### config.mk
export PLATFORM = sky130hd
export DESIGN_NAME = edge_irq_unit
export DESIGN_NICKNAME = d
export VERILOG_FILES = /design/src/rtl/edge_irq_pkg.sv /design/src/rtl/edge_reg_decode.sv /design/src/rtl/edge_port_cell.sv /design/src/rtl/edge_irq_unit.sv
export SDC_FILE = /design/constraint.sdc
export NUM_CORES = 1
export LEC_CHECK = 0
export CAP_MARGIN = 25
export CORE_ASPECT_RATIO = 1.4
export CORE_UTILIZATION = 50
export DETAILED_ROUTE_END_ITERATION = 8
export GPL_ROUTABILITY_DRIVEN = 0
export PLACE_DENSITY = 0.76
export SYNTH_ARGS = -nofsm -noshare
export SYNTH_HDL_FRONTEND = slang
export SYNTH_SLANG_ARGS = --single-unit
### constraint.sdc
create_clock -name clk -period 2.19 [get_ports clk]
set_input_delay 0.657 -clock clk [delete_from_list [all_inputs] [get_ports clk]]
set_output_delay 0.657 -clock clk [all_outputs]
set_load 0.02 [all_outputs]
### src/rtl/edge_irq_pkg.sv
package edge_irq_pkg;
  typedef enum logic [1:0] {
    PG_PLAIN = 2'd0,
    PG_POL   = 2'd1,
    PG_EN    = 2'd2,
    PG_ID    = 2'd3
  } bank_page_e;

  localparam int unsigned PEND_OFS  = 6;
  localparam int unsigned BANK_OFS0 = 8;
endpackage

### src/rtl/edge_reg_decode.sv
module edge_reg_decode
  import edge_irq_pkg::*;
#(
  parameter int NPORTS = 3,
  parameter int AW     = 4
) (
  input  logic              wr_en,
  input  logic              rd_en,
  input  logic [AW-1:0]     addr,
  input  logic [1:0]        bank_page,
  output logic [NPORTS-1:0] pol_wr,
  output logic [NPORTS-1:0] en_wr,
  output logic [NPORTS-1:0] id_wr,
  output logic [NPORTS-1:0] id_rd,
  output logic              pend_rd
);
  assign pend_rd = rd_en && (addr == AW'(PEND_OFS));

  for (genvar p = 0; p < NPORTS; p++) begin : g_port
    logic ofs_hit;
    assign ofs_hit   = (addr == AW'(BANK_OFS0 + p));
    assign pol_wr[p] = wr_en && ofs_hit && (bank_page == PG_POL);
    assign en_wr[p]  = wr_en && ofs_hit && (bank_page == PG_EN);
    assign id_wr[p]  = wr_en && ofs_hit && (bank_page == PG_ID);
    assign id_rd[p]  = rd_en && ofs_hit && (bank_page == PG_ID);
  end
endmodule

### src/rtl/edge_port_cell.sv
module edge_port_cell #(
  parameter int PW = 8
) (
  input  logic          clk,
  input  logic          rst_n,
  input  logic [PW-1:0] line,
  input  logic [PW-1:0] wdata,
  input  logic          pol_wr,
  input  logic          en_wr,
  input  logic          id_wr,
  output logic [PW-1:0] id,
  output logic          any_id
);
  logic [PW-1:0] pol_q, en_q, prev_q;
  logic [PW-1:0] rise, fall, hit, id_kept;

  assign rise    = line & ~prev_q;
  assign fall    = ~line & prev_q;
  assign hit     = en_q & ((pol_q & rise) | (~pol_q & fall));
  assign id_kept = id_wr ? (id & wdata) : id;
  assign any_id  = |id;

  always_ff @(posedge clk) begin
    if (!rst_n) begin
      pol_q  <= '0;
      en_q   <= '0;
      prev_q <= '0;
      id     <= '0;
    end else begin
      prev_q <= line;
      if (pol_wr) pol_q <= wdata;
      if (en_wr)  en_q  <= wdata;
      id <= id_kept | hit;
    end
  end

  // a newly set capture bit must belong to a line enabled the cycle before
  assert_capture_needs_enable_R4: assert property (@(posedge clk) disable iff (!rst_n)
    1'b1 |=> ((id & ~$past(id) & ~$past(en_q)) == '0));

  // capture bits only drop after a capture-register write
  assert_clear_only_by_write_R7: assert property (@(posedge clk) disable iff (!rst_n)
    1'b1 |=> ((($past(id) & ~id) == '0) || $past(id_wr)));

  // a detected transition always lands, even under a clear
  assert_edge_beats_clear_R8: assert property (@(posedge clk) disable iff (!rst_n)
    1'b1 |=> ((id & $past(hit)) == $past(hit)));

  // polarity changes only through its own strobe
  assert_pol_hold_R10: assert property (@(posedge clk) disable iff (!rst_n)
    !pol_wr |=> (pol_q == $past(pol_q)));
endmodule

### src/rtl/edge_irq_unit.sv
module edge_irq_unit
  import edge_irq_pkg::*;
#(
  parameter int NPORTS = 3,
  parameter int PW     = 8,
  parameter int AW     = 4
) (
  input  logic                 clk,
  input  logic                 rst_n,
  input  logic [NPORTS*PW-1:0] line_lvl,
  input  logic [1:0]           bank_page,
  input  logic                 wr_en,
  input  logic                 rd_en,
  input  logic [AW-1:0]        addr,
  input  logic [PW-1:0]        wdata,
  output logic [PW-1:0]        rdata,
  output logic                 irq
);
  localparam int PAD = PW - NPORTS;

  logic [NPORTS-1:0]         pol_wr, en_wr, id_wr, id_rd, pend;
  logic                      pend_rd;
  logic [NPORTS-1:0][PW-1:0] id_bank;

  edge_reg_decode #(.NPORTS(NPORTS), .AW(AW)) u_dec (
    .wr_en(wr_en), .rd_en(rd_en), .addr(addr), .bank_page(bank_page),
    .pol_wr(pol_wr), .en_wr(en_wr), .id_wr(id_wr), .id_rd(id_rd),
    .pend_rd(pend_rd)
  );

  for (genvar p = 0; p < NPORTS; p++) begin : g_cell
    edge_port_cell #(.PW(PW)) u_cell (
      .clk(clk), .rst_n(rst_n),
      .line(line_lvl[p*PW +: PW]),
      .wdata(wdata),
      .pol_wr(pol_wr[p]), .en_wr(en_wr[p]), .id_wr(id_wr[p]),
      .id(id_bank[p]), .any_id(pend[p])
    );
  end

  assign irq = |pend;

  always_comb begin
    rdata = '0;
    if (pend_rd) rdata = {{PAD{1'b0}}, pend};
    for (int p = 0; p < NPORTS; p++)
      if (id_rd[p]) rdata = id_bank[p];
  end

  // the request drops only after a capture-register write
  assert_irq_hold_R6: assert property (@(posedge clk) disable iff (!rst_n)
    $fell(irq) |-> $past(|id_wr));
endmodule

# After elaboration in Yosys (flattened, before gate mapping)
# Index checks and enable logic that the tools add are counted.
# word_totals
regBits,96
output_inout_bits,9
elab_cells,82
# classes
n_eq_ne,7
muxes,7
n_bitwise,33
reduce_logical,23
# ops
op,count
AND 8 bit,18
inverter 8 bit,9
two-way mux 8 bit,6
bitwise OR 8 bit,6
OR reduction 24 bit,1
OR reduction 8 bit,3
logical AND 1 bit,19
"== test 4 bit, second input constant",3
"== test 2 bit, second input constant",2
"== test 4 x 3 -> 1 bit, second input constant",1
two-way mux 3 bit,1
"== test 2 x 1 -> 1 bit, second input constant",1

# Logic depth before layout (Yosys ltp)
# logic_depth
ltp_word,6
depth_mapped,6
mapped_depth_nobuf,4

# By module
# Synthesis repeated with hierarchy kept, for this count alone.
# unflattened
hier_cells,424
area_unflattened_um2,4245.3
# modules_own_cells
mod,instances,cells_each,area_per_inst_um2,seq_area_each_um2
edge_port_cell,3,121,1278.7,640.6
edge_irq_unit,1,40,272.8,0.0
edge_reg_decode,1,21,136.4,0.0

# Worst setup path before layout
# No wires, ideal clock.
# synth_timing
kind,in2out
startpoint,input addr[1]
endpoint,output rdata[0]
t_arrival_ns,2.033
required_time_ns,1.533
slack_ns,-0.500
path_stages,4
path_buffers,0
cell_sequence,or4bb_1 > nor3_1 > o32ai_1 > a221oi_1
# synth_via
elab_chain_cells,6
word_cells_on_any_way,15
cone_classes,eq/ne (4); mux (4); reduce/logical (7)
# synth_lines
element,line,text
start: declaration,edge_irq_unit.sv:14,"input logic [AW-1:0] addr,"
== test 4 x 3 -> 1 bit / == test 4 bit (equally long branches),"edge_reg_decode.sv:17, edge_reg_decode.sv:21",
logical AND 1 bit (on tied branches),"edge_reg_decode.sv:17, edge_reg_decode.sv:25",
two-way mux 3 bit / logical AND 1 bit (equally long branches),"edge_irq_unit.sv:45, edge_reg_decode.sv:25",
two-way mux 8 bit (2 in series),edge_irq_unit.sv:47,if (id_rd[p]) rdata = id_bank[p];
two-way mux 8 bit *,edge_irq_unit.sv:47,
end: declaration,edge_irq_unit.sv:16,"output logic [PW-1:0] rdata,"
# Mark *: on every way between the ends. The rest lies on a longest branch, timed or not.

# Worst setup path after layout
# layout_timing
startpoint,input addr[2]
endpoint,output rdata[0]
# The elaborated chain is that of the path after synthesis.

==> results.py <==
metrics = {
    "sta": {
        "setup_viol_count_final": 9,
        "clock.fmax_mhz": 361,
        "finalClockSkew_ns": 0.00527,
        "timing.final.ws_setup_ns": -0.580,
        "rsz0062_at_grt": "yes",
        "fin_crit_sh": 1.27,
        "min_period_ns": 2.77,
        "fin_hold_ws_ns": 0.465,
        "worstMarginPinSlew_ns": 0.522,
        "hold_viol_final": 0,
        "slew_viol_final": 0,
        "slew_headroom": 0.649,
    },
    "yosys": {
        "syn_nets": 484,
        "yosys_warnings": 0,
        "ys_ff_latch": 96,
        "synth.distinct_cells": 31,
        "synth_top_cell_by_area": "dfxtp_1",
        "ys_seq_area_frac": 0.463,
        "synth_top_area_share": 0.463,
        "synth_area_leaders": "dfxtp_1 (46%), mux2i_1 (13%), nor2b_1 (5.6%), nand2_1 (5.1%), nor3b_1 (4.3%)",
        "synth_edf_count": 0,
        "synth_flop_cell": "dfxtp_1",
        "syn_area_sq_um": 4150,
        "syn_avg_cell_area_sq_um": 9.40,
        "syn-instance-count": 442,
        "synth_most_common_cell": "dfxtp_1",
        "async_flop_share": 0,
        "synth_common_cells": "dfxtp_1 (96), nand2_1 (56), mux2i_1 (53), nor2b_1 (37)",
    },
    "clock_tree": {
        "clkTransAtPathRegs_ns": 0.07,
        "cts_sinks": 96,
        "cts_tree": "built",
        "h-tree-depth": 3,
        "cts_buffers": 9,
        "cts_root_buffer": "clkbuf_16",
        "insertion_delay_ns": 0.34,
        "cts.hold.buffers_added": 0,
        "cts.path.max_buffers": 2,
    },
    "power": {
        "peakVddDrop_v": 0.000443,
        "powerDensity_nw_per_um2": 624,
        "p_leak_uw": 0.00223,
    },
    "floorplan": {
        "initial_core_util": 0.513,
        "die_area_sq_um": 8680,
        "coreArea_sq_um": 8100,
        "die_height_microns": 110,
        "num_rows": 39,
        "die-width_microns": 79.0,
        "io_pins": 51,
    },
    "layout": {
        "nNetsFinal": 584,
        "area_delta_synth_final_pct": 42.3,
        "n_antenna_cell": 0,
        "seq_area_sq_um": 1930,
        "num-fill-cells": 565,
        "layout-drive-gt1-share": 0.249,
        "multiInputGateArea_sq_um": 2510,
        "fin_util": 0.730,
    },
    "drt": {
        "wl_met2_microns": 6070,
        "wl_per_cell_microns": 17.6,
        "drt_iter0_markers": 196,
        "wl_met1_microns": 4630,
        "drc": 0,
        "vias": 3656,
        "vias_per_cell": 5.63,
        "ant_nets": 0,
        "first_pass_iters": 4,
        "wl_microns": 11400,
        "wl_met3_microns": 429,
        "topRoutingLayerUsed": "met4",
    },
    "grt": {
        "grt_max_degree": 105,
        "grt_usage": 0.265,
        "grt_pass1_vias": 3540,
        "grt_overflow": 0,
        "antenna_found_initial": 0,
        "grt_pass1_wl_microns": 17200,
    },
    "outcome": {
        "violations": "setup timing",
        "run_status": "complete, but fails checks",
    },
    "critical_path": {
        "r2r_end": "g_cell[2].u_cell.id[3]",
        "startpoint": "addr[2]",
        "ff2ff_path_depth": 3,
        "start_kind": "input port",
        "worstPathArrival_ns": 2.11,
        "reg2reg_from": "g_cell[2].u_cell.pol_q[3]",
        "endpoint": "rdata[0]",
        "r2r_slack_ns": 1.10,
        "crit_required_ns": 1.53,
        "end_kind": "output pin",
        "cp_max_fo": 3,
        "critPathKind": "input port to output pin",
    },
    "job": {
        "cap_violations": 0,
    },
    "place": {
        "dp_hpwl_microns": 6840,
        "portBuffers": 50,
    },
    "worst_hold_path": {
        "min_path_type": "flip-flop to flip-flop",
    },
}
placed cells by master, fill, tap and decap left out, types with 5 or more instances in the layout:
| cell type | n |
|---|---|
| dfxtp_1 | 92 |
| nand2_1 | 54 |
| mux2i_1 | 51 |
| buf_4 | 46 |
| nor2b_1 | 35 |
| clkdlybuf4s50_1 | 33 |
| nor3b_1 | 24 |
| o21ai_0 | 24 |
| and2_1 | 24 |
| a21oi_1 | 16 |
| buf_6 | 16 |
| nor2_4 | 11 |
| nor2_1 | 11 |
| o311ai_0 | 10 |
| clkbuf_16 | 9 |
| o31ai_1 | 8 |
| a21boi_0 | 8 |
| buf_12 | 7 |
| o311ai_1 | 6 |
| nor3_4 | 5 |
repair_timing:
action,in CTS,in global routing
setup endpoints to repair,24,14
resized for setup,135,27
gates cloned,1,0
buffers inserted,4,4
pin swaps,10,7
kinds of logic after synthesis:
| kind of cell | count (synthesis) | synth area share |
|---|---|---|
| AND/OR/NAND/NOR | 190 | 0.257 |
| AO/OA/AOI/OAI | 84 | 0.131 |
| flip-flops | 96 | 0.463 |
| buffers and inverters | 19 | 0.0211 |
| multiplexers | 53 | 0.128 |
worst max-delay path, cell delays in order:
cell and delay (ns):
buf_6 0.09, or4bb_4 0.59, nor3_4 0.25, o32ai_4 0.12, a221oi_4 0.24, buf_6 0.16
registers in the layout, summed over array words and instances, names as in the netlist:
register / flops
g_cell.u_cell.en_q: 24
g_cell.u_cell.id: 24
g_cell.u_cell.pol_q: 24
g_cell.u_cell.prev_q: 24
power breakdown:
part | internal (uW) | leakage [uW] | switching, uW
Clock | 896 | 0.000141 | 664
Combinational | 175 | 0.00130 | 170
Sequential | 1770 | 0.000782 | 12.6
per-stage QoR:
| stage | power [uW] | cells | worst slack (ns) | setup TNS (ns) | area (sq um) |
|---|---|---|---|---|---|
| final | 3690 | 649 | -0.580 | -2.79 | 5910 |
| after global routing | 3820 | 649 | -0.606 | -3.12 | 5910 |
| after CTS | 3690 | 646 | -0.490 | -1.88 | 5800 |
| after detailed placement | 2110 | 625 | -1.38 | -29.10 | 5200 |
| after global placement | 2100 | 625 | -1.36 | -27.01 | 5200 |
| after floorplan | 1950 | 442 | -0.221 | -0.663 | 4220 |
per-layer routing:
metal  up-vias  GRT usage
li1       1779          -
met5         -          0
met1      1757      0.299
met4         0      0.113
met2        96      0.470
met3        24     0.0664
cell type report:
| type | count | share of cell area |
|---|---|---|
| tap | 102 | 0.0216 |
| timing repair buffer | 108 | 0.178 |
| clock buffer | 11 | 0.0394 |
| multi-input combinational | 327 | 0.424 |
| sequential | 96 | 0.326 |
| clock inverter | 5 | 0.0108 |
how the worst min path moves through the flow:
stage                                         from                        to  cells after the start
final                     g_cell[1].u_cell.en_q[6]  g_cell[1].u_cell.en_q[6]                      2
after global routing      g_cell[1].u_cell.en_q[7]  g_cell[1].u_cell.en_q[7]                      2
after CTS                 g_cell[1].u_cell.en_q[3]    g_cell[1].u_cell.id[3]                      2
after detailed placement  g_cell[1].u_cell.en_q[6]  g_cell[1].u_cell.en_q[6]                      2
after global placement    g_cell[0].u_cell.en_q[1]  g_cell[0].u_cell.en_q[1]                      2
after floorplan           g_cell[0].u_cell.en_q[0]  g_cell[0].u_cell.en_q[0]                      2
Power figures use the tool's default switching activity.
